===== src/rtl/beampos_pkg.sv =====
package beampos_pkg;

    typedef enum logic [0:0] {
        FLAG_CLEAR = 1'b0,
        FLAG_SET   = 1'b1
    } flag_state_t;

    typedef enum logic [1:0] {
        SEL_OPEN   = 2'd0,
        SEL_STATUS = 2'd1,
        SEL_HORZ   = 2'd2,
        SEL_VERT   = 2'd3
    } rd_sel_t;

    localparam int AXES = 2;
    localparam int AXIS_H = 0;
    localparam int AXIS_V = 1;

endpackage


===== src/rtl/beampos_sync.sv =====
module beampos_sync #(
    parameter int   STAGES    = 2,
    parameter logic RESET_VAL = 1'b1
) (
    input  logic clk,
    input  logic rst_n,
    input  logic async_i,
    output logic sync_o
);
    logic [STAGES-1:0] chain_q;

    always_ff @(posedge clk) begin
        if (!rst_n) begin
            chain_q <= {STAGES{RESET_VAL}};
        end else begin
            chain_q <= {chain_q[STAGES-2:0], async_i};
        end
    end

    assign sync_o = chain_q[STAGES-1];
endmodule


===== src/rtl/beampos_flag_fsm.sv =====
module beampos_flag_fsm
    import beampos_pkg::*;
(
    input  logic clk,
    input  logic rst_n,
    input  logic set_i,
    input  logic clear_i,
    output logic flag_o,
    output logic capture_o
);
    flag_state_t state_q, state_d;

    // state register
    always_ff @(posedge clk) begin
        if (!rst_n) begin
            state_q <= FLAG_CLEAR;
        end else begin
            state_q <= state_d;
        end
    end

    // transitions: arm, release, hold
    always_comb begin
        state_d = state_q;
        unique case (state_q)
            FLAG_CLEAR: if (set_i)                 state_d = FLAG_SET;
            FLAG_SET:   if (clear_i && !set_i)     state_d = FLAG_CLEAR;
            default:                               state_d = FLAG_CLEAR;
        endcase
    end

    // outputs
    always_comb begin
        flag_o    = 1'b0;
        capture_o = 1'b0;
        unique case (state_q)
            FLAG_CLEAR: capture_o = set_i;
            FLAG_SET:   flag_o    = 1'b1;
            default:    flag_o    = 1'b0;
        endcase
    end
endmodule


===== src/rtl/beampos_byte_port.sv =====
module beampos_byte_port #(
    parameter int CNT_W = 9,
    parameter int BUS_W = 8
) (
    input  logic             clk,
    input  logic             rst_n,
    input  logic             capture_i,
    input  logic [CNT_W-1:0] count_i,
    input  logic             rd_i,
    input  logic             toggle_clr_i,
    input  logic [BUS_W-1:0] openbus_i,
    output logic [BUS_W-1:0] byte_o,
    output logic [CNT_W-1:0] held_o,
    output logic             toggle_o
);
    localparam int HI_W = CNT_W - BUS_W;

    logic [CNT_W-1:0] held_q;
    logic             tog_q;

    always_ff @(posedge clk) begin
        if (!rst_n) begin
            held_q <= '0;
        end else if (capture_i) begin
            held_q <= count_i;
        end
    end

    always_ff @(posedge clk) begin
        if (!rst_n) begin
            tog_q <= 1'b0;
        end else if (toggle_clr_i) begin
            tog_q <= 1'b0;
        end else if (rd_i) begin
            tog_q <= ~tog_q;
        end
    end

    always_comb begin
        if (tog_q) begin
            byte_o = {openbus_i[BUS_W-1:HI_W], held_q[CNT_W-1:BUS_W]};
        end else begin
            byte_o = held_q[BUS_W-1:0];
        end
    end

    assign held_o   = held_q;
    assign toggle_o = tog_q;
endmodule


===== src/rtl/beampos_capture.sv =====
module beampos_capture
    import beampos_pkg::*;
#(
    parameter int         CNT_W   = 9,
    parameter int         BUS_W   = 8,
    parameter logic [3:0] VERSION = 4'h3
) (
    input  logic             clk,
    input  logic             rst_n,
    input  logic [CNT_W-1:0] hpos_i,
    input  logic [CNT_W-1:0] vpos_i,
    input  logic             ext_latch_n_i,
    input  logic             soft_latch_rd_i,
    input  logic             hcnt_rd_i,
    input  logic             vcnt_rd_i,
    input  logic             status_rd_i,
    input  logic             field_i,
    input  logic             pal_i,
    input  logic [BUS_W-1:0] openbus_i,
    output logic [BUS_W-1:0] rd_data_o
);
    logic             ext_sync_n;
    logic             set_w;
    logic             flag_w;
    logic             capture_w;
    logic [CNT_W-1:0] count_w [AXES];
    logic             rd_w    [AXES];
    logic [BUS_W-1:0] byte_w  [AXES];
    logic [CNT_W-1:0] held_w  [AXES];
    logic             tog_w   [AXES];
    logic [BUS_W-1:0] status_byte;
    rd_sel_t          sel;

    beampos_sync #(.STAGES(2), .RESET_VAL(1'b1)) u_sync (
        .clk     (clk),
        .rst_n   (rst_n),
        .async_i (ext_latch_n_i),
        .sync_o  (ext_sync_n)
    );

    assign set_w = soft_latch_rd_i | ~ext_sync_n;

    beampos_flag_fsm u_flag (
        .clk       (clk),
        .rst_n     (rst_n),
        .set_i     (set_w),
        .clear_i   (status_rd_i),
        .flag_o    (flag_w),
        .capture_o (capture_w)
    );

    assign count_w[AXIS_H] = hpos_i;
    assign count_w[AXIS_V] = vpos_i;
    assign rd_w[AXIS_H]    = hcnt_rd_i;
    assign rd_w[AXIS_V]    = vcnt_rd_i;

    for (genvar g = 0; g < AXES; g++) begin : g_axis
        beampos_byte_port #(.CNT_W(CNT_W), .BUS_W(BUS_W)) u_port (
            .clk          (clk),
            .rst_n        (rst_n),
            .capture_i    (capture_w),
            .count_i      (count_w[g]),
            .rd_i         (rd_w[g]),
            .toggle_clr_i (status_rd_i),
            .openbus_i    (openbus_i),
            .byte_o       (byte_w[g]),
            .held_o       (held_w[g]),
            .toggle_o     (tog_w[g])
        );
    end

    assign status_byte = {field_i, flag_w, openbus_i[5], pal_i, VERSION};

    always_comb begin
        if (status_rd_i)    sel = SEL_STATUS;
        else if (hcnt_rd_i) sel = SEL_HORZ;
        else if (vcnt_rd_i) sel = SEL_VERT;
        else                sel = SEL_OPEN;
    end

    always_comb begin
        unique case (sel)
            SEL_STATUS: rd_data_o = status_byte;
            SEL_HORZ:   rd_data_o = byte_w[AXIS_H];
            SEL_VERT:   rd_data_o = byte_w[AXIS_V];
            default:    rd_data_o = openbus_i;
        endcase
    end
endmodule


===== config.mk =====
export PLATFORM = sky130hd
export DESIGN_NAME = beampos_capture
export DESIGN_NICKNAME = d
export VERILOG_FILES = /design/src/rtl/beampos_pkg.sv /design/src/rtl/beampos_sync.sv /design/src/rtl/beampos_flag_fsm.sv /design/src/rtl/beampos_byte_port.sv /design/src/rtl/beampos_capture.sv
export SDC_FILE = /design/constraint.sdc
export NUM_CORES = 1
export LEC_CHECK = 0
export BUFFER_PORTS_ARGS = -buffer_cell sky130_fd_sc_hd__buf_2
export CAP_MARGIN = 0
export CORE_MARGIN = 8
export CORE_UTILIZATION = 53
export DETAILED_ROUTE_END_ITERATION = 10
export PLACE_DENSITY = 0.83
export SYNTH_ARGS = -nofsm -noshare
export SYNTH_HDL_FRONTEND = slang
export SYNTH_HIERARCHICAL = 1
export SYNTH_SLANG_ARGS = --single-unit

===== constraint.sdc =====
create_clock -name clk -period 2.9 [get_ports clk]
set_input_delay 0.145 -clock clk [delete_from_list [all_inputs] [get_ports clk]]
set_output_delay 0.145 -clock clk [all_outputs]
set_load 0.01 [all_outputs]

==> PnR_summary.wiki <==
{| class="wikitable"
! Metric !! Value
|-
| Cell Area, Placed || approximately 0.0015 mm²
|-
| Top achievable clock speed || approximately 500 MHz
|-
| Cts-stage hold buffer count || 0
|-
| RR Startpoint || u_flag/state_q
|-
| Net Count, Synth || ~160
|-
| Clock Pin Slew Worst Setup and Hold Paths || roughly 0.12 ns
|-
| Post-Syn Area per Cell || 10.96 µm²
|-
| Tot GR Track Use || 12.99%
|-
| Number of global-route vias before repair || between 1000 and 1500
|-
| Worst min-delay path class || input port to flop
|-
| Pin count of the biggest net entering global routing || 24
|-
| Worst Min Path Start || ext_latch_n_i
|-
| M3 GR Usage || around 3.7%
|-
| Initial antenna violation count || 0
|-
| Leakage power || slightly below 0.7 nW
|-
| Result of the run || finished, final reports clean
|-
| Die Span Y || about 66 µm
|-
| Layout net count || just under 200
|-
| Setup slack of the worst register-to-register path || 1.57 ns
|-
| Worst voltage drop across the vdd grid || about 0.32 mV
|-
| Final non-filler cell total || between 150 and 200
|-
| Max-cap violations || 0
|-
| Clock skew || 0.003641 ns
|-
| Maximum level of the CTS H-tree || 1
|-
| Number of clock sinks seen by CTS || 23
|-
| Slew @ Worst Pin || 0.5260 ns
|-
| Via density || roughly 5.2
|-
| Diodes inserted || 0
|-
| Num CTS Buffers || 3
|-
| Setup-violating endpoint count in the final report || 0
|-
| Post-placement cell count || between 150 and 200
|-
| Type of element launching the critical path || flop
|-
| Multi-input gate area || 787.0 µm²
|-
| Synthesis-to-layout area growth || 15.98%
|-
| Worst EP required || ~2.8 ns
|-
| Post-Syn Area || approximately 0.0013 mm²
|-
| Final worst setup slack || between 0.8 and 0.9 ns
|-
| Routed Antenna Nets || 0
|-
| Placement Setup Slack || 1.238 ns
|-
| Top Usage Layer GRT || met2
|-
| Share of the clock period used by the worst path after layout || approximately 69%
|-
| Post-synthesis register bit count || 23
|-
| Met2 usage in global routing || a little under a quarter
|-
| Relative max-transition margin || approximately 65%
|-
| Utilization of the core after routing || 63.29%
|-
| Post-DR wirelength/cell || 14.40 µm
|-
| Type of the worst setup path || flop to output port
|-
| Via total after detailed routing || between 900 and 1000
|-
| Met1 GRT Util || 14.00%
|-
| Initial cell density of the core || between 50% and 60%
|-
| # resized after CTS || 0
|-
| Shortest period the worst path allows || 2.010 ns
|-
| DRC violation count after routing || 0
|-
| Site row count || 18
|-
| Endpoint of the worst hold-timing path || u_sync/chain_q[0]
|-
| Final routed wirelength across all metal layers || approximately 2.7 mm
|-
| Clock tree root driver cell || clkbuf_4
|-
| Core Area || between 0.002 and 0.0025 mm²
|-
| First drt pass iteration count || 4
|-
| Fraction of layout cells with a size suffix above 1 || between 40% and 50%
|-
| Critical Path AT || ~1.9 ns
|-
| Critical Path End Type || output port
|-
| Pwr Density || approximately 430 mW/mm²
|-
| Total negative slack || 0 ns
|-
| GP Congestion || 0.8404
|-
| Number of instances in the synthesized netlist || 120
|-
| Die footprint || 0.004331 mm²
|-
| Setup repair after global routing missed its margin || false
|-
| Maximum net fanout on the critical path || 9
|-
| Maximum root-to-sink buffer count || 2
|-
| Clock insertion delay at the later pin of the skew report || 0.30 ns
|-
| Proportion of synthesized chip area in sequential cells || about a third
|-
| Number of fillers in the final layout || ~210
|-
| Final HPWL from detailed placement || roughly 2.2 mm
|-
| Global-route wire length before repair || ~4.6 mm
|-
| Post-layout instance area || approximately 0.0015 mm²
|-
| Horizontal die dimension || between 60 and 70 µm
|-
| Cell count of the worst reg-to-reg path || 3
|-
| FF-to-FF End || g_axis[1].u_port/held_o[3]
|-
| Number of port buffers || 42
|-
| Number of hold-slack violations in the final timing report || 0
|-
| Iteration-0 DRC count of the detailed router || 14
|-
| Number of top-level pins || 43
|-
| TritonCTS clock tree || built
|-
| Cell variety after synth || 21
|-
| Post-CTS Setup Inserts || 0
|-
| Footprint of the flip-flops and latches || 460.4 µm²
|-
| Total overflow reported by the global router || 0
|-
| Warning count from the yosys run || 6
|-
| Pins Over Slew Limit || 0
|-
| Cell depth of the worst min-delay path || 2
|}
## state kept, by name, summed over array words and instances (netlist names)
name	cells
g_axis.u_port/held_o	18
g_axis.u_port/toggle_o	2
u_sync/chain_q	2
u_flag/state_q	1
## cells in the final DEF, fill, tap and decap left out
master / n
nor2b_4: 1
nor2b_1: 23
clkbuf_1: 1
o21a_1: 1
nor3b_1: 3
and2_1: 1
nand2b_1: 4
inv_1: 1
mux2_2: 16
and2b_2: 1
nor2_1: 1
clkbuf_4: 3
o21bai_1: 1
xnor2_1: 2
dfxtp_1: 23
and3b_2: 1
buf_2: 42
a211oi_1: 5
mux2i_1: 25
nor3b_2: 2
a2bb2oi_1: 2
a221o_1: 1
## stage by stage
stage	hold slack, ns	power (mW)
2_1_floorplan	0.2145	0.4661
3_3_place_gp	0.3244	0.5076
3_5_place_dp	0.3303	0.5145
4_1_cts	0.004244	0.6597
5_1_grt	0.02040	0.6903
6_report	0.009076	0.6532
## cells in the mapped netlist
library cell	n	area share (%)
mux2_2	16	14
a221o_1	1	0.76
buf_4	1	0.57
nor3b_2	2	1.9
and3b_2	1	0.76
nor2b_4	1	1.0
mux2i_1	25	19
nor2_1	1	0.29
and2_1	1	0.48
xnor2_1	2	1.3
inv_1	1	0.29
buf_6	5	4.3
nor2b_1	23	11
o21bai_1	1	0.57
dfxtp_1	23	35
a2bb2oi_1	2	1.3
a211oi_1	5	2.9
and2b_2	1	0.67
nor3b_1	3	1.7
nand2b_1	4	1.9
o21a_1	1	0.57
## report_power, final
part	switching (mW)	internal, mW	total (mW)	leakage (nW)
sequential	0.0146	0.337	0.351	0.190
combinational	0.0677	0.0872	0.155	0.485
clock	0.0935	0.0536	0.147	0.0150
## layer usage
layer	vias to the layer above	share of wire, %
met1	451	41
li1	503	-
met2	26	51
met4	0	1.5
met5	-	0
met3	6	5.7
## logic make-up (layout without fill, tap and decap cells)
group	after synthesis	in the layout	synth area share (%)
buf+inv	7	47	5.138
xor+xnor	2	2	1.332
compound gates	10	10	6.090
flops	23	23	35.01
simple gates	37	37	19.69
mux	41	41	32.73
## final cells by class
class | count | share of cell area (%)
clock buffers | 4 | 1.723
inverters | 1 | 0.2461
multi-input cells | 90 | 51.60
flip-flops and latches | 23 | 30.19
well taps | 30 | 2.461
repair buffers | 42 | 13.78
## worst max-delay path, cell delays in order (launching register included)
cell and delay, ns:
dfxtp_1 0.57, mux2_2 0.38, and2_1 0.15, a221o_1 0.32, buf_2 0.14
## worst max path at each step
stage,start,end
floorplan,g_axis[1].u_port/toggle_o,rd_data_o[5]
global placement,g_axis[0].u_port/toggle_o,rd_data_o[5]
detailed placement,g_axis[1].u_port/toggle_o,rd_data_o[5]
CTS,g_axis[1].u_port/toggle_o,rd_data_o[5]
global route,g_axis[1].u_port/toggle_o,rd_data_o[5]
finish,g_axis[1].u_port/toggle_o,rd_data_o[5]
(Power assumes the default switching activity.)
